### config.mk
export PLATFORM = sky130hd
export DESIGN_NAME = dref_sched
export DESIGN_NICKNAME = d
export VERILOG_FILES = /design/src/rtl/dref_pkg.sv /design/src/rtl/dref_tick.sv /design/src/rtl/dref_backlog.sv /design/src/rtl/dref_seq.sv /design/src/rtl/dref_sched.sv
export SDC_FILE = /design/constraint.sdc
export NUM_CORES = 1
export LEC_CHECK = 0
export ABC_AREA = 0
export BUFFER_PORTS_ARGS = -buffer_cell sky130_fd_sc_hd__buf_2
export CORE_ASPECT_RATIO = 0.7
export CORE_MARGIN = 5
export CORE_UTILIZATION = 46
export CTS_BUF_LIST = sky130_fd_sc_hd__clkbuf_4 sky130_fd_sc_hd__clkbuf_8 sky130_fd_sc_hd__clkbuf_16
export CTS_CLUSTER_SIZE = 40
export DETAILED_ROUTE_END_ITERATION = 16
export HOLD_SLACK_MARGIN = 0.05
export PLACE_DENSITY = 0.63
export SLEW_MARGIN = 20
export SYNTH_ARGS = -nofsm -noshare
export SYNTH_HDL_FRONTEND = slang
export SYNTH_HIERARCHICAL = 1
export SYNTH_SLANG_ARGS = --single-unit
### constraint.sdc
create_clock -name clk -period 7.9 [get_ports clk]
set_clock_uncertainty 0.05 [all_clocks]
set_input_delay 0 -clock clk [delete_from_list [all_inputs] [get_ports clk]]
set_output_delay 0 -clock clk [all_outputs]
set_load 0.02 [all_outputs]
### src/rtl/dref_pkg.sv
package dref_pkg;

  typedef enum logic [2:0] {
    ST_PWR,
    ST_IDLE,
    ST_SETUP,
    ST_ACT,
    ST_PRE
  } dref_state_e;

  function automatic int unsigned ns_to_cyc(input int unsigned ns, input int unsigned clk_ns);
    return (ns + clk_ns - 1) / clk_ns;
  endfunction

  function automatic int unsigned max2(input int unsigned a, input int unsigned b);
    return (a > b) ? a : b;
  endfunction

endpackage

### src/rtl/dref_tick.sv
module dref_tick #(
  parameter int unsigned PERIOD = 1560
) (
  input  logic clk,
  input  logic rst_n,
  input  logic en,
  output logic tick
);
  localparam int unsigned W = (PERIOD > 1) ? $clog2(PERIOD) : 1;

  logic [W-1:0] cnt_q, cnt_d;
  logic         wrap;

  assign wrap = (cnt_q == W'(PERIOD - 1));
  assign tick = en && wrap;

  always_comb begin
    cnt_d = cnt_q;
    if (!en)       cnt_d = '0;
    else if (wrap) cnt_d = '0;
    else           cnt_d = cnt_q + 1'b1;
  end

  always_ff @(posedge clk or negedge rst_n) begin
    if (!rst_n) cnt_q <= '0;
    else        cnt_q <= cnt_d;
  end
endmodule

### src/rtl/dref_backlog.sv
module dref_backlog #(
  parameter int unsigned MAX_DEFER = 8
) (
  input  logic clk,
  input  logic rst_n,
  input  logic add,
  input  logic take,
  output logic pending,
  output logic full
);
  localparam int unsigned W = $clog2(MAX_DEFER + 1);

  logic [W-1:0] lvl_q, lvl_d;
  logic         inc, dec;

  assign full    = (lvl_q == W'(MAX_DEFER));
  assign pending = (lvl_q != '0);
  assign inc     = add && !full;
  assign dec     = take && pending;

  always_comb begin
    lvl_d = lvl_q;
    if (inc && !dec)      lvl_d = lvl_q + 1'b1;
    else if (dec && !inc) lvl_d = lvl_q - 1'b1;
  end

  always_ff @(posedge clk or negedge rst_n) begin
    if (!rst_n) lvl_q <= '0;
    else        lvl_q <= lvl_d;
  end
endmodule

### src/rtl/dref_seq.sv
module dref_seq
  import dref_pkg::*;
#(
  parameter int unsigned PWR_CYC = 20000,
  parameter int unsigned SET_CYC = 1,
  parameter int unsigned ACT_CYC = 6,
  parameter int unsigned PRE_CYC = 4,
  parameter int unsigned ROW_W   = 10,
  parameter int unsigned ADDR_W  = 11
) (
  input  logic              clk,
  input  logic              rst_n,
  input  logic              need,
  input  logic              gnt,
  input  logic              ras_only_sel,
  output logic              req,
  output logic              bus_own,
  output logic              cyc_done,
  output logic              ras_n,
  output logic              cas_n,
  output logic              we_n,
  output logic              addr_oe,
  output logic [ADDR_W-1:0] addr
);
  localparam int unsigned TMAX = max2(max2(PWR_CYC, SET_CYC), max2(ACT_CYC, PRE_CYC));
  localparam int unsigned CW   = $clog2(TMAX + 1);

  dref_state_e       st_q, st_d;
  logic [CW-1:0]     tc_q, tc_d;
  logic              ror_q, ror_d;
  logic [ROW_W-1:0]  row_q, row_d;
  logic              ras_q, cas_q, oe_q;
  logic              ras_d, cas_d, oe_d;
  logic              tc_zero, strobe_phase;

  assign tc_zero = (tc_q == '0);

  always_comb begin
    st_d     = st_q;
    tc_d     = tc_q;
    ror_d    = ror_q;
    row_d    = row_q;
    cyc_done = 1'b0;
    case (st_q)
      ST_PWR: begin
        if (tc_zero) st_d = ST_IDLE;
        else         tc_d = tc_q - 1'b1;
      end
      ST_IDLE: begin
        if (need && gnt) begin
          st_d  = ST_SETUP;
          tc_d  = CW'(SET_CYC - 1);
          ror_d = ras_only_sel;
        end
      end
      ST_SETUP: begin
        if (tc_zero) begin
          st_d = ST_ACT;
          tc_d = CW'(ACT_CYC - 1);
        end else tc_d = tc_q - 1'b1;
      end
      ST_ACT: begin
        if (tc_zero) begin
          st_d = ST_PRE;
          tc_d = CW'(PRE_CYC - 1);
        end else tc_d = tc_q - 1'b1;
      end
      ST_PRE: begin
        if (tc_zero) begin
          st_d     = ST_IDLE;
          cyc_done = 1'b1;
          if (ror_q) row_d = row_q + 1'b1;
        end else tc_d = tc_q - 1'b1;
      end
      default: st_d = ST_IDLE;
    endcase
  end

  // strobes are registered from the next state so they change cleanly on edges
  assign strobe_phase = (st_d == ST_SETUP) || (st_d == ST_ACT);
  assign ras_d = !(st_d == ST_ACT);
  assign cas_d = !(strobe_phase && !ror_d);
  assign oe_d  = strobe_phase && ror_d;

  always_ff @(posedge clk or negedge rst_n) begin
    if (!rst_n) begin
      st_q  <= ST_PWR;
      tc_q  <= CW'(PWR_CYC - 1);
      ror_q <= 1'b0;
      row_q <= '0;
      ras_q <= 1'b1;
      cas_q <= 1'b1;
      oe_q  <= 1'b0;
    end else begin
      st_q  <= st_d;
      tc_q  <= tc_d;
      ror_q <= ror_d;
      row_q <= row_d;
      ras_q <= ras_d;
      cas_q <= cas_d;
      oe_q  <= oe_d;
    end
  end

  assign req     = (st_q == ST_IDLE) && need;
  assign bus_own = (st_q == ST_SETUP) || (st_q == ST_ACT) || (st_q == ST_PRE);
  assign ras_n   = ras_q;
  assign cas_n   = cas_q;
  assign we_n    = 1'b1;
  assign addr_oe = oe_q;
  assign addr    = ADDR_W'(row_q);
endmodule

### src/rtl/dref_sched.sv
module dref_sched
  import dref_pkg::*;
#(
  parameter int unsigned CLK_NS      = 10,
  parameter int unsigned PWRUP_NS    = 200000,
  parameter int unsigned REFI_NS     = 15600,
  parameter int unsigned INIT_CYCLES = 8,
  parameter int unsigned MAX_DEFER   = 8,
  parameter int unsigned ROW_W       = 10,
  parameter int unsigned ADDR_W      = 11,
  parameter int unsigned T_CSR_NS    = 5,
  parameter int unsigned T_CHR_NS    = 10,
  parameter int unsigned T_WSU_NS    = 10,
  parameter int unsigned T_WHD_NS    = 10,
  parameter int unsigned T_RAS_NS    = 60,
  parameter int unsigned T_RAH_NS    = 10,
  parameter int unsigned T_RP_NS     = 40,
  parameter int unsigned T_RPC_NS    = 5
) (
  input  logic              clk,
  input  logic              rst_n,
  input  logic              ras_only_sel,
  input  logic              gnt,
  output logic              req,
  output logic              urgent,
  output logic              bus_own,
  output logic              init_done,
  output logic              ras_n,
  output logic              cas_n,
  output logic              we_n,
  output logic              addr_oe,
  output logic [ADDR_W-1:0] addr
);
  localparam int unsigned PWR_CYC = max2(1, ns_to_cyc(PWRUP_NS, CLK_NS));
  localparam int unsigned REF_CYC = max2(1, ns_to_cyc(REFI_NS, CLK_NS));
  localparam int unsigned SET_CYC = max2(1, max2(ns_to_cyc(T_CSR_NS, CLK_NS),
                                                 ns_to_cyc(T_WSU_NS, CLK_NS)));
  localparam int unsigned ACT_CYC = max2(1, max2(max2(ns_to_cyc(T_RAS_NS, CLK_NS),
                                                      ns_to_cyc(T_CHR_NS, CLK_NS)),
                                                 max2(ns_to_cyc(T_RAH_NS, CLK_NS),
                                                      ns_to_cyc(T_WHD_NS, CLK_NS))));
  localparam int unsigned PRE_CYC = max2(1, max2(ns_to_cyc(T_RP_NS, CLK_NS),
                                                 ns_to_cyc(T_RPC_NS, CLK_NS)));
  localparam int unsigned IW      = $clog2(INIT_CYCLES + 1);

  logic          tick, pending, full, cyc_done, need;
  logic [IW-1:0] init_q, init_d;

  assign init_done = (init_q == IW'(INIT_CYCLES));
  assign need      = !init_done || pending;
  assign urgent    = full;

  always_comb begin
    init_d = init_q;
    if (cyc_done && !init_done) init_d = init_q + 1'b1;
  end

  always_ff @(posedge clk or negedge rst_n) begin
    if (!rst_n) init_q <= '0;
    else        init_q <= init_d;
  end

  dref_tick #(.PERIOD(REF_CYC)) u_tick (
    .clk  (clk),
    .rst_n(rst_n),
    .en   (init_done),
    .tick (tick)
  );

  dref_backlog #(.MAX_DEFER(MAX_DEFER)) u_backlog (
    .clk    (clk),
    .rst_n  (rst_n),
    .add    (tick),
    .take   (cyc_done && init_done),
    .pending(pending),
    .full   (full)
  );

  dref_seq #(
    .PWR_CYC(PWR_CYC),
    .SET_CYC(SET_CYC),
    .ACT_CYC(ACT_CYC),
    .PRE_CYC(PRE_CYC),
    .ROW_W  (ROW_W),
    .ADDR_W (ADDR_W)
  ) u_seq (
    .clk         (clk),
    .rst_n       (rst_n),
    .need        (need),
    .gnt         (gnt),
    .ras_only_sel(ras_only_sel),
    .req         (req),
    .bus_own     (bus_own),
    .cyc_done    (cyc_done),
    .ras_n       (ras_n),
    .cas_n       (cas_n),
    .we_n        (we_n),
    .addr_oe     (addr_oe),
    .addr        (addr)
  );
endmodule

### Word-level counts from Yosys, hierarchy flattened

Index checks and enable logic that the tools add are counted.

* bits in registers: 51
* output and inout port bits: 19
* logic and storage cells: 75

* $add $sub $neg: 6
* eq/ne operators: 11
* muxes and demuxes: 18
* reduce and logical (&&, ||, !) cells: 30

Operators with widths (count)
* two-way mux 15 bit: 4
* case mux 15 bit (4 select lines): 1
* two-way mux 11 bit: 2
* logical NOT 15 bit: 1
* subtractor 15 x 1 -> 15 bit (second input constant): 1
* equality test 3 x 2 -> 1 bit (second input constant): 4
* two-way mux 3 bit: 4
* case mux 3 bit (4 select lines): 1
* adder 11 x 1 -> 11 bit (second input constant): 1
* equality test 11 bit (second input constant): 1
* logical AND 1 bit: 11
* adder 10 x 1 -> 10 bit (second input constant): 1
* adder 4 x 1 -> 4 bit (second input constant): 2
* equality test 4 bit (second input constant): 2
* two-way mux 4 bit: 2
* nonzero test 4 bit: 2
* logical NOT 1 bit: 7
* AND reduction 3 bit: 2
* logical OR 1 bit: 4
* two-way mux 1 bit: 4
* subtractor 4 x 1 -> 4 bit (second input constant): 1
* equality test 3 x 1 -> 1 bit (second input constant): 1
* equality test 3 bit (second input constant): 1
* logical NOT 3 bit: 1
* 4 further kinds: 4

### Logic depth before layout (Yosys ltp)

Gate-level depths: netlist of the first run.

* depth after elaboration: 10
* depth in mapped cells: 13

### Modules after synthesis

The synthesis of the first run kept the hierarchy.

Modules (own cells, without submodules)
* dref_seq: times used 1, cells an instance 173, area each 1769.2 um2, sequential area each 814.5 um2
* dref_tick: times used 1, cells an instance 53, area each 545.5 um2, sequential area each 275.3 um2
* dref_backlog: times used 1, cells an instance 33, area each 331.6 um2, sequential area each 100.1 um2
* dref_sched: times used 1, cells an instance 21, area each 220.2 um2, sequential area each 100.1 um2

### Worst setup path after synthesis of the first run

Ideal clock, no wire load.

* path type: register -> register
* from: register u_seq.tc_q[0]
* to: register u_backlog.lvl_q[3]
* setup time: 129 ps
* arrival time: 2964 ps
* slack: 4757 ps
* cell stages (with the launch flop): 14
* period minus slack after synthesis: 3143 ps
* cells stage by stage: dfstp_2 > inv_1 > ha_1 > nor4b_2 > nand4_1 > nor2_1 > and2_1 > nand2_1 > ha_1 > inv_1 > ha_1 > or4_4 > o211ai_2 > o211ai_2

* word-level cells in the longest chain between the ends: 8

RTL lines
* start: declaration: RTL line dref_seq.sv:29 `logic [CW-1:0] tc_q, tc_d;`
* start signal: assignment: RTL line dref_seq.sv:88 `tc_q <= CW'(PWR_CYC - 1);`
* start signal: assignment: RTL line dref_seq.sv:96 `tc_q <= tc_d;`
* logical NOT 15 bit (*): RTL line dref_seq.sv:36 `assign tc_zero = (tc_q == '0);`
* two-way mux 1 bit (*): RTL line dref_seq.sv:69 `if (tc_zero) begin`
* two-way mux 1 bit (*): RTL line dref_seq.sv:44 `case (st_q)`
* net cyc_done: RTL line dref_sched.sv:46 `logic tick, pending, full, cyc_done, need;`
* logical AND 1 bit (*): RTL line dref_sched.sv:74 `.take (cyc_done && init_done),`
* logical AND 1 bit (*): RTL line dref_backlog.sv:19 `assign dec = take && pending;`
* logical NOT 1 bit: RTL line dref_backlog.sv:23 `if (inc && !dec) lvl_d = lvl_q + 1'b1;`
* logical AND 1 bit: RTL line dref_backlog.sv:23
* two-way mux 4 bit or nonzero test 2 bit (tied branches)
* end signal: assignment: RTL line dref_backlog.sv:29 `else lvl_q <= lvl_d;`
* end: declaration: RTL line dref_backlog.sv:13 `logic [W-1:0] lvl_q, lvl_d;`

Mark *: on every way through the listed nets, which the timed path passes. The rest lies on a longest branch.
A chain may end at the register's enable or synchronous reset.

### Worst setup path in the final report of the first run

Ends and elaborated chain as after synthesis.

==> flow_metrics.env, run 1 <==
export IMPL_timing_fmax_mhz=283.7
export IMPL_gp_congestion=0.8281
export IMPL_synth_xor_area_frac=0.07333
export IMPL_min_period_ns=3.525
export IMPL_core_area_um2=6126
export IMPL_grt_pass1_vias=1997
export IMPL_port_buffers=20
export IMPL_rsz0062_at_grt="no"
export IMPL_cts_sink_count=51
export IMPL_drt_initial_drc_count=133
export IMPL_arrival_ns=3.67
export IMPL_cp_max_fo=7
export IMPL_syn_area_um2=2866
export IMPL_route_detailed_drc=0
export IMPL_final_util=0.5151
export IMPL_die_x_um=104.4
export IMPL_status="finished clean"
export IMPL_drv_slew=0
export IMPL_crit_buf_inv=2
export IMPL_synth_top_family_by_area="simple AND/OR/NAND/NOR gates"
export IMPL_drtAntennaViolNets=0
export IMPL_ctsLongestPathBuffers=2
export IMPL_die_area_um2=7935
export IMPL_regToRegSetupSlack_ns=4.37
export IMPL_worst_pin_slew_ns=0.9155
export IMPL_final_hold_viol_count=0
export IMPL_vdd_drop_max_mv=0.07686
export IMPL_crit_path_end_kind="flip-flop"
export IMPL_hold_path_class="in -> async"
export IMPL_rows=24
export IMPL_whs_ns=0.2844
export IMPL_yosysSeqAreaShare=0.4500
export IMPL_grtUsageTotal=0.1523
export IMPL_synth_cell_types=57
export IMPL_timing_worst_setup_path_type="reg -> reg"
export IMPL_grt_pass1_wl_um=10080
export IMPL_cts_made_buffers=5
export IMPL_muxShareOfSynthArea=0.03972
export IMPL_antenna_found_initial=0
export IMPL_syn_area_per_cell_um2=10.24
export IMPL_syn_inst=280
export IMPL_cp_slowest_cell="or4_4"
export IMPL_cts_root_buf="clkbuf_8"
export IMPL_fin_tns_setup_ns=0
export IMPL_placed_cells=373
export IMPL_synthSimpleGateAreaFrac=0.2698
export IMPL_cts_repair_resize_count=0
export IMPL_clk_pin_slew_ns=0.10
export IMPL_final_setup_viol_count=0
export IMPL_grt_overflow=0
export IMPL_syn_to_final_growth_pct=10.08
export IMPL_slew_headroom=0.3874
export IMPL_cts_tree="built"
export IMPL_synthAdderAreaFrac=0.04190
export IMPL_drive_gt1_frac=0.1993
export IMPL_dp_hpwl_um=4129
export IMPL_power_density_nw_per_um2=136.3
export IMPL_num_vias=2085
export IMPL_required_ns=8.04
export IMPL_clk_insertion_delay_late_ns=0.31
export IMPL_fin_nets=318
export IMPL_start_util=0.4679
export IMPL_design_power_total_uw=430.0
export IMPL_ys_ff_latch=51
export IMPL_wl_per_cell_um=15.15
export IMPL_period_share=0.4463
export IMPL_drt_wl_total_um=5817
export IMPL_cp_start_kind="flip-flop"
export IMPL_fillers=575
export IMPL_via_per_inst=5.430
export IMPL_cp_top_family="simple AND/OR/NAND/NOR gates"
export IMPL_grt_start_max_net_pins=52
export IMPL_syn_nets=293
export IMPL_fin_cells=384
export IMPL_antenna_cells=0
export IMPL_cap_violations=0
export IMPL_cts_htree_levels=2
export IMPL_power_leakage_nw=1.338
export IMPL_first_pass_iters=4
export IMPL_yosysWarnings=6
export IMPL_chipHeight_um=76.05
export IMPL_layout_common_cells="dfrtp_1 (40), nor2_1 (31), nand2_1 (25)"
export IMPL_synth_compound_area_frac=0.09777
export IMPL_cp_cell_sequence="inv_1 -> ha_1 -> nor4b_2 -> nand4_1 -> nor2_1 -> and2_1 -> nand2_1 -> ha_1 -> inv_1 -> ha_1 -> or4_4 -> o211ai_2 -> o211ai_2"
export IMPL_layout_commonest_cell="dfrtp_1"
export IMPL_crit_path_max_incr_delay_ns=0.50
export IMPL_crit_top_cell="ha_1"
export IMPL_io_pins=23
[sequential cells by signal, summed over array words and instances, names as in the netlist]
register and count:
u_seq/tc_q 15, u_tick/cnt_q 11, u_seq/row_q 10, init_q 4
u_backlog/lvl_q 4, u_seq/st_q 3, u_seq/addr_oe 1, u_seq/cas_n 1
u_seq/ras_n 1, u_seq/ror_q 1
[power breakdown]
group | total [mW] | switching [mW] | internal (mW)
Combinational | 0.00910 | 0.00700 | 0.00209
Sequential | 0.261 | 0 | 0.261
Clock | 0.160 | 0.0944 | 0.0654
[cells by family (layout without fill, tap and decap cells)]
kind of cell,count (synthesis),after routing
flip-flops,51,51
AO/OA/AOI/OAI,39,39
XOR/XNOR,24,24
multiplexers,10,10
AND/OR/NAND/NOR,131,131
other,2,2
adder cells (fa/ha/maj),9,9
buffers and inverters,14,40
[synth_stat cells, drive strengths merged]
library cell | instances | area (µm²)
o21ai | 13 | 68.81
o211ai | 3 | 32.53
nand4bb | 1 | 11.26
and4b | 1 | 10.01
nor2 | 33 | 128.9
buf | 5 | 36.28
o31ai | 4 | 43.79
a21oi | 13 | 65.06
nor3 | 4 | 25.02
and3 | 2 | 12.51
nand2b | 5 | 31.28
or3 | 5 | 31.28
ha | 8 | 100.1
nand2 | 26 | 100.1
nand3b | 2 | 15.01
and4 | 1 | 8.760
dfrtp | 40 | 1001
nor2b | 4 | 25.02
a22o | 1 | 8.760
nand4b | 2 | 17.52
or4 | 4 | 33.78
xnor2 | 15 | 131.4
a2111oi | 1 | 27.53
nand3 | 15 | 75.07
and2 | 3 | 18.77
xor2 | 9 | 78.83
fa | 1 | 20.02
dfstp | 11 | 289.0
mux2 | 5 | 63.81
clkbuf | 1 | 5.000
inv | 8 | 30.03
a31oi | 1 | 6.260
a21boi | 1 | 7.510
nor3b | 1 | 7.510
o22a | 1 | 8.760
nor4 | 5 | 61.31
nor4b | 4 | 56.30
a2111o | 1 | 11.26
nand4 | 12 | 90.09
conb | 2 | 7.510
mux2i | 5 | 50.05
or4b | 1 | 13.76
[final timing paths]
| check | cells past startpoint | end | start |
|---|---|---|---|
| min in group clk | 1 | u_seq/row_q[9] | u_seq/row_q[9] |
| min reg2reg | 1 | u_seq/row_q[9] | u_seq/row_q[9] |
| max | 13 | u_backlog/lvl_q[3] | u_seq/tc_q[0] |
| max reg2reg | 13 | u_backlog/lvl_q[3] | u_seq/tc_q[0] |
| min | 3 | u_seq/st_q[1] | rst_n |
| max in group asynchronous | 3 | u_seq/st_q[2] | rst_n |
[layer usage]
metal / vias to the layer above / track usage / share of wire
li1: 1044 / - / -
met1: 986 / 0.2384 / 0.53
met2: 49 / 0.2137 / 0.41
met3: 6 / 0.03387 / 0.046
met4: 0 / 0.03234 / 0.011
met5: - / 0 / 0
[timing repair]
item / CTS / global route
buffers inserted: 0 / 0
endpoints found under the hold margin: 45 / 0
setup endpoints to repair: 0 / 0
hold buffers: 3 / 0
[tightest hold or removal path: cells and delay by family]
family   cells  cell delay, ns
buf+inv      3            1.12
[area by class of cell]
cell class | count | area (µm²) | area share
clock inverter | 3 | 26.28 | 0.008327
sequential | 51 | 1290 | 0.4088
tap | 78 | 97.59 | 0.03093
multi-input combinational | 215 | 1505 | 0.4770
inverter | 8 | 30.03 | 0.009516
clock buffer | 5 | 68.82 | 0.02181
timing repair buffer | 24 | 137.6 | 0.04362
[through the flow]
step	worst slack, ns	cell area [µm²]
3_5_place_dp	4.427	3030
2_1_floorplan	4.757	2867
3_3_place_gp	4.545	3030
6_report	4.375	3156
4_1_cts	4.409	3156
5_1_grt	4.114	3156
Power figures use the tool's default switching activity.
==> inputs of run 2 (changes only) <==
--- a/config.mk
+++ b/config.mk
@@ -5,7 +5,7 @@
 export SDC_FILE = /design/constraint.sdc
 export NUM_CORES = 1
 export LEC_CHECK = 0
-export ABC_AREA = 0
+export ABC_AREA = 1
 export BUFFER_PORTS_ARGS = -buffer_cell sky130_fd_sc_hd__buf_2
 export CORE_ASPECT_RATIO = 0.7
 export CORE_MARGIN = 5
==> constraint.sdc (replaced) <==
create_clock -name clk -period 3.6 [get_ports clk]
set_clock_uncertainty 0.05 [all_clocks]
set_input_delay 0 -clock clk [delete_from_list [all_inputs] [get_ports clk]]
set_output_delay 0 -clock clk [all_outputs]
set_load 0.02 [all_outputs]
==> flow_metrics.env, run 2 <==
export IMPL_status="finished clean"
export IMPL_grt_pass1_wl_um=10580
export IMPL_largest_register="u_seq/tc_q"
export IMPL_cts_sink_count=51
export IMPL_power_density_nw_per_um2=298.5
export IMPL_ys_ff_latch=51
export IMPL_first_pass_iters=4
export IMPL_drtAntennaViolNets=0
export IMPL_cts_made_buffers=5
export IMPL_final_setup_viol_count=0
export IMPL_synth_compound_area_frac=0.04374
export IMPL_reg2reg_from="u_seq/tc_q[0]"
export IMPL_final_hold_viol_count=0
export IMPL_clk_insertion_delay_late_ns=0.30
export IMPL_yosysWarnings=6
export IMPL_cts_htree_levels=2
export IMPL_cap_violations=0
export IMPL_fillers=661
export IMPL_synthAdderAreaFrac=0.03888
export IMPL_yosysTopAreaCell="dfrtp_1"
export IMPL_yosysSeqAreaShare=0.4176
export IMPL_antenna_found_initial=0
export IMPL_use_met2=0.2301
export IMPL_die_x_um=108.0
export IMPL_placed_cells=515
export IMPL_fin_nets=443
export IMPL_syn_nets=419
export IMPL_synthDominantCellAreaShare=0.3240
export IMPL_grt_busiest_layer="met2"
export IMPL_clk_pin_slew_ns=0.09
export IMPL_multiInputGateArea_um2=1536
export IMPL_rows=25
export IMPL_hold_path_class="in -> reg"
export IMPL_timing_fmax_mhz=366.9
export IMPL_io_pins=23
export IMPL_wl_per_cell_um=11.22
export IMPL_die_area_um2=8481
export IMPL_syn_area_um2=3089
export IMPL_largest_reg_flops=15
export IMPL_muxShareOfSynthArea=0
export IMPL_hold_path_startpoint="gnt"
export IMPL_startpoint="u_seq/tc_q[0]"
export IMPL_synth_edf_count=0
export IMPL_synth_top_family_by_area="simple AND/OR/NAND/NOR gates"
export IMPL_grtUsageTotal=0.1517
export IMPL_grt_start_max_net_pins=36
export IMPL_via_per_inst=4.703
export IMPL_required_ns=3.75
export IMPL_grt_pass1_vias=2316
export IMPL_power_leakage_nw=1.667
export IMPL_arrival_ns=2.88
export IMPL_met3_usage=0.02958
export IMPL_cp_max_fo=8
export IMPL_cts_root_buf="clkbuf_8"
export IMPL_crit_path_end_kind="flip-flop"
export IMPL_start_util=0.4658
export IMPL_port_buffers=20
export IMPL_core_area_um2=6631
export IMPL_fin_tns_setup_ns=0
export IMPL_syn_area_per_cell_um2=7.609
export IMPL_cts_tree="built"
export IMPL_route_detailed_drc=0
export IMPL_synth_most_common_cell="nand2_1"
export IMPL_num_vias=2469
export IMPL_synth_top_cells_by_area="dfrtp_1 (32%), nand2_1 (14%), dfstp_2 (9.4%)"
export IMPL_layout_commonest_cell="nand2_1"
export IMPL_ctsLongestPathBuffers=2
export IMPL_dp_hpwl_um=4390
export IMPL_drt_initial_drc_count=108
export IMPL_grt_overflow=0
export IMPL_antenna_cells=0
export IMPL_worst_pin_slew_ns=0.7733
export IMPL_layout_common_cells="nand2_1 (113), nor2_1 (61), inv_1 (52)"
export IMPL_period_share=0.7570
export IMPL_syn_to_final_growth_pct=9.923
export IMPL_timing_worst_setup_path_type="reg -> reg"
export IMPL_fin_cells=525
export IMPL_syn_inst=406
export IMPL_min_period_ns=2.725
export IMPL_largestRegisters="u_seq/tc_q: 15 flops, u_tick/cnt_q: 11 flops, u_seq/row_q: 10 flops"
export IMPL_synthSimpleGateAreaFrac=0.3755
export IMPL_rsz0062_at_grt="no"
export IMPL_cp_start_kind="flip-flop"
export IMPL_vdd_drop_max_mv=0.1970
export IMPL_drive_gt1_frac=0.1671
export IMPL_register_area_um2=1290
export IMPL_use_met1=0.2237
export IMPL_synth_flop_cell="dfrtp_1"
export IMPL_chipHeight_um=78.57
export IMPL_synth_cell_types=33
export IMPL_synthTopCellsByCount="nand2_1 (113), nor2_1 (61), inv_1 (52)"
export IMPL_slew_headroom=0.4844
export IMPL_drt_wl_total_um=5892
export IMPL_synth_xor_area_frac=0.03686
export IMPL_drv_slew=0
export IMPL_async_flop_share=1.000
export IMPL_gp_congestion=0.7886
-- run 2: cell types whose count changed after synthesis, moves of 7 or more --
cell / delta
a21oi_1: -7
inv_1: +44
nand2_1: +88
nand3_1: +17
nor2_1: +30
-- run 2: layer usage --
layer  part of all wire  vias to the layer above
li1                   -                     1303
met1               0.54                     1128
met2               0.41                       33
met3              0.032                        5
met4             0.0087                        0
met5                  0                        -
-- run 2: layout make-up --
type | count | area share
multi-input cells | 295 | 0.4525
well taps | 94 | 0.03464
clock inverters | 2 | 0.01142
flip-flops and latches | 51 | 0.3799
inverters | 54 | 0.05969
clock buffers | 6 | 0.02432
repair buffers | 23 | 0.03758
-- run 2: through the flow --
step,instance area (µm²),power (mW),util,setup slack (ns),hold WS [ns]
after floorplan,3089,0.5881,-,1.077,-0.3456
after global placement,3254,0.6008,0.4908,0.9879,0.07699
after detailed placement,3254,0.6009,0.4908,0.9111,0.08156
after CTS,3396,1.031,0.5121,0.8853,0.05182
after global routing,3396,1.060,0.5121,0.6480,0.07472
final,3396,1.014,0.5121,0.8746,0.07071
-- run 2: worst paths after layout --
check / endpoint / slack [ns] / depth (start not counted)
max in group asynchronous: u_seq/tc_q[11] / 2.44 / 3
setup / recovery: u_backlog/lvl_q[3] / 0.87 / 17
setup reg to reg: u_backlog/lvl_q[3] / 0.87 / 17
hold reg to reg: u_tick/cnt_q[0] / 0.43 / 1
hold / removal: u_seq/addr_oe / 0.07 / 3
min in group asynchronous: u_tick/cnt_q[4] / 0.27 / 2
-- run 2: power by group --
| part | internal (mW) | switching (mW) | total (mW) | leakage (nW) |
|---|---|---|---|---|
| Combinational | 0.00344 | 0.0140 | 0.0174 | 0.978 |
| Sequential | 0.573 | 0 | 0.573 | 0.628 |
| Clock | 0.229 | 0.194 | 0.423 | 0.0618 |
| Total | 0.805 | 0.208 | 1.01 | 1.67 |
-- run 2: kinds of logic (layout without fill, tap and decap cells) --
kind of cell	Yosys count	after routing
buffers and inverters	60	85
other	2	2
xor gates and xnor gates	13	13
adders and majority gates	9	9
AOI/OAI and AO/OA	23	23
and+or+nand+nor	248	248
DFF	51	51
-- run 2: what timing repair did --
item / 4_1_cts / 5_1_grt
setup buffers: 0 / 0
hold buffers: 2 / 0
hold endpoints to repair: 31 / 0
resized for setup: 0 / 0
-- run 2: worst max-delay path, cell delays in order, from the launching register on --
cell and delay (ns):
dfstp_2 0.38, inv_1 0.09, ha_1 0.24, nand2_2 0.14, nor2_4 0.17, nand2_2 0.09
nor2_4 0.21, nand2_1 0.11, inv_1 0.06, nand2_1 0.05, ha_1 0.19, inv_1 0.13
ha_1 0.29, or2_0 0.21, nand2_1 0.06, nand2_1 0.04, nand3_1 0.07, nand2_1 0.05
==> inputs of run 3 (changes only) <==
==> constraint.sdc (replaced) <==
create_clock -name clk -period 2.6 [get_ports clk]
set_clock_uncertainty 0.05 [all_clocks]
set_input_delay 0 -clock clk [delete_from_list [all_inputs] [get_ports clk]]
set_output_delay 0 -clock clk [all_outputs]
set_load 0.02 [all_outputs]
==> flow_metrics.env, run 3 (synthesis gave the netlist of run 2 again) <==
export IMPL_period_share=0.9111
export IMPL_required_ns=2.75
export IMPL_drt_initial_drc_count=97
export IMPL_dpl_cell_area_um2=3319
export IMPL_cp_max_fo=4
export IMPL_fin_nets=451
export IMPL_final_hold_viol_count=0
export IMPL_layout_common_cells="nand2_1 (113), nor2_1 (61), inv_1 (51)"
export IMPL_register_area_um2=1290
export IMPL_dp_hpwl_um=4290
export IMPL_drv_slew=0
export IMPL_multiInputGateArea_um2=1551
export IMPL_grt_pass1_vias=2187
export IMPL_vdd_drop_max_mv=0.2079
export IMPL_cap_violations=0
export IMPL_timing_fmax_mhz=422.1
export IMPL_ctsLongestPathBuffers=2
export IMPL_fin_tns_setup_ns=0
export IMPL_core_area_um2=6631
export IMPL_drtAntennaViolNets=0
export IMPL_largest_reg_flops=15
export IMPL_crit_path_end_kind="flip-flop"
export IMPL_post_route_cell_area_um2=3453
export IMPL_hold_path_class="in -> async"
export IMPL_min_period_ns=2.369
export IMPL_start_util=0.4658
export IMPL_timing_worst_setup_path_type="reg -> reg"
export IMPL_power_density_nw_per_um2=373.6
export IMPL_wl_per_cell_um=11.24
export IMPL_die_x_um=108.0
export IMPL_antenna_found_initial=0
export IMPL_grt_overflow=0
export IMPL_design_power_total_mw=1.290
export IMPL_cp_start_kind="flip-flop"
export IMPL_route_detailed_drc=0
export IMPL_largest_register="u_seq/tc_q"
export IMPL_whs_ns=0.1614
export IMPL_dp_slack_ns=0.08877
export IMPL_rows=25
export IMPL_drive_gt1_frac=0.1868
export IMPL_grt_start_max_net_pins=52
export IMPL_cts_made_buffers=5
export IMPL_fillers=677
export IMPL_cts_tree="built"
export IMPL_layout_commonest_cell="nand2_1"
export IMPL_cts_sink_count=51
export IMPL_chipHeight_um=78.57
export IMPL_port_buffers=20
export IMPL_cts_htree_levels=2
export IMPL_arrival_ns=2.52
export IMPL_cts_setup_buffers=0
export IMPL_power_leakage_nw=1.693
export IMPL_largestRegisters="u_seq/tc_q: 15 flops, u_tick/cnt_q: 11 flops, u_seq/row_q: 10 flops"
export IMPL_grt_pass1_wl_um=10340
export IMPL_syn_to_final_growth_pct=11.79
export IMPL_first_pass_iters=4
export IMPL_cts_root_buf="clkbuf_8"
export IMPL_num_vias=2417
export IMPL_antenna_cells=0
export IMPL_grtUsageTotal=0.1525
export IMPL_io_pins=23
export IMPL_rsz0062_at_grt="no"
export IMPL_via_per_inst=4.535
export IMPL_gp_congestion=0.7901
export IMPL_worst_slack_ns=0.2311
export IMPL_die_area_um2=8481
export IMPL_clk_pin_slew_ns=0.10
export IMPL_drt_wl_total_um=5989
export IMPL_status="finished clean"
export IMPL_final_setup_viol_count=0
export IMPL_clk_insertion_delay_late_ns=0.30
export IMPL_worstRegToRegCells=17
-- run 3: cell count changes in the layout (fill, tap and decap cells not counted), sizes merged --
cell	previous run	this run
inv	55	54
dlygate4sd3	2	3
clkinvlp	0	1
clkinv	0	1
buf	21	28
bufinv	1	0
-- run 3: area by class of cell --
type / instances / area share
Multi-Input combinational cell: 295 / 0.4493
Timing Repair Buffer: 31 / 0.05870
Sequential cell: 51 / 0.3736
Clock buffer: 6 / 0.02210
Tap cell: 94 / 0.03406
Inverter: 54 / 0.05870
Clock inverter: 2 / 0.003623
-- run 3: per-stage QoR --
step                std cells  utilization
floorplan                 406            -
global placement          522       0.5006
CTS                       533       0.5185
finish                    533       0.5208
global route              533       0.5208
detailed placement        522       0.5006
-- run 3: what timing repair did --
| action | 4_1_cts | 5_1_grt |
|---|---|---|
| endpoints found under the setup margin | 0 | 1 |
| hold buffers | 3 | 0 |
| endpoints found under the hold margin | 54 | 0 |
| gates resized for setup | 0 | 3 |
-- run 3: critical path: stages, from the launching register on --
cell and delay, ns:
dfstp_2 0.38, inv_1 0.09, ha_2 0.22, nand2_2 0.08
nor2_4 0.15, nand2_2 0.09, nor2_4 0.10, nand2_1 0.07
inv_1 0.06, nand2_1 0.05, ha_1 0.20, inv_2 0.10
ha_4 0.22, or2_0 0.19, nand2_1 0.06, nand2_1 0.04
nand3_1 0.08, nand2_1 0.05
-- run 3: report_power, final --
group	internal (mW)	switching [mW]	leakage, nW
combinational	0.00796	0.0200	1.02
clock	0.199	0.269	0.0446
sequential	0.794	0	0.628
-- run 3: path summary, 6_finish.rpt --
path / start / end / slack (ns)
hold / removal: rst_n / u_tick/cnt_q[9] / 0.16
min in group clk: u_tick/cnt_q[0] / u_tick/cnt_q[0] / 0.42
max in group asynchronous: rst_n / u_seq/cas_n / 2.05
hold reg to reg: u_tick/cnt_q[0] / u_tick/cnt_q[0] / 0.42
setup / recovery: u_seq/tc_q[0] / u_backlog/lvl_q[3] / 0.23
setup reg to reg: u_seq/tc_q[0] / u_backlog/lvl_q[3] / 0.23
-- run 3: layer usage --
layer,global-route usage,part of all wire,vias to the layer above
met5,0,0,-
met1,0.2421,0.58,1060
met4,0.04414,0.013,0
li1,-,-,1320
met2,0.2029,0.37,31
met3,0.03287,0.029,6
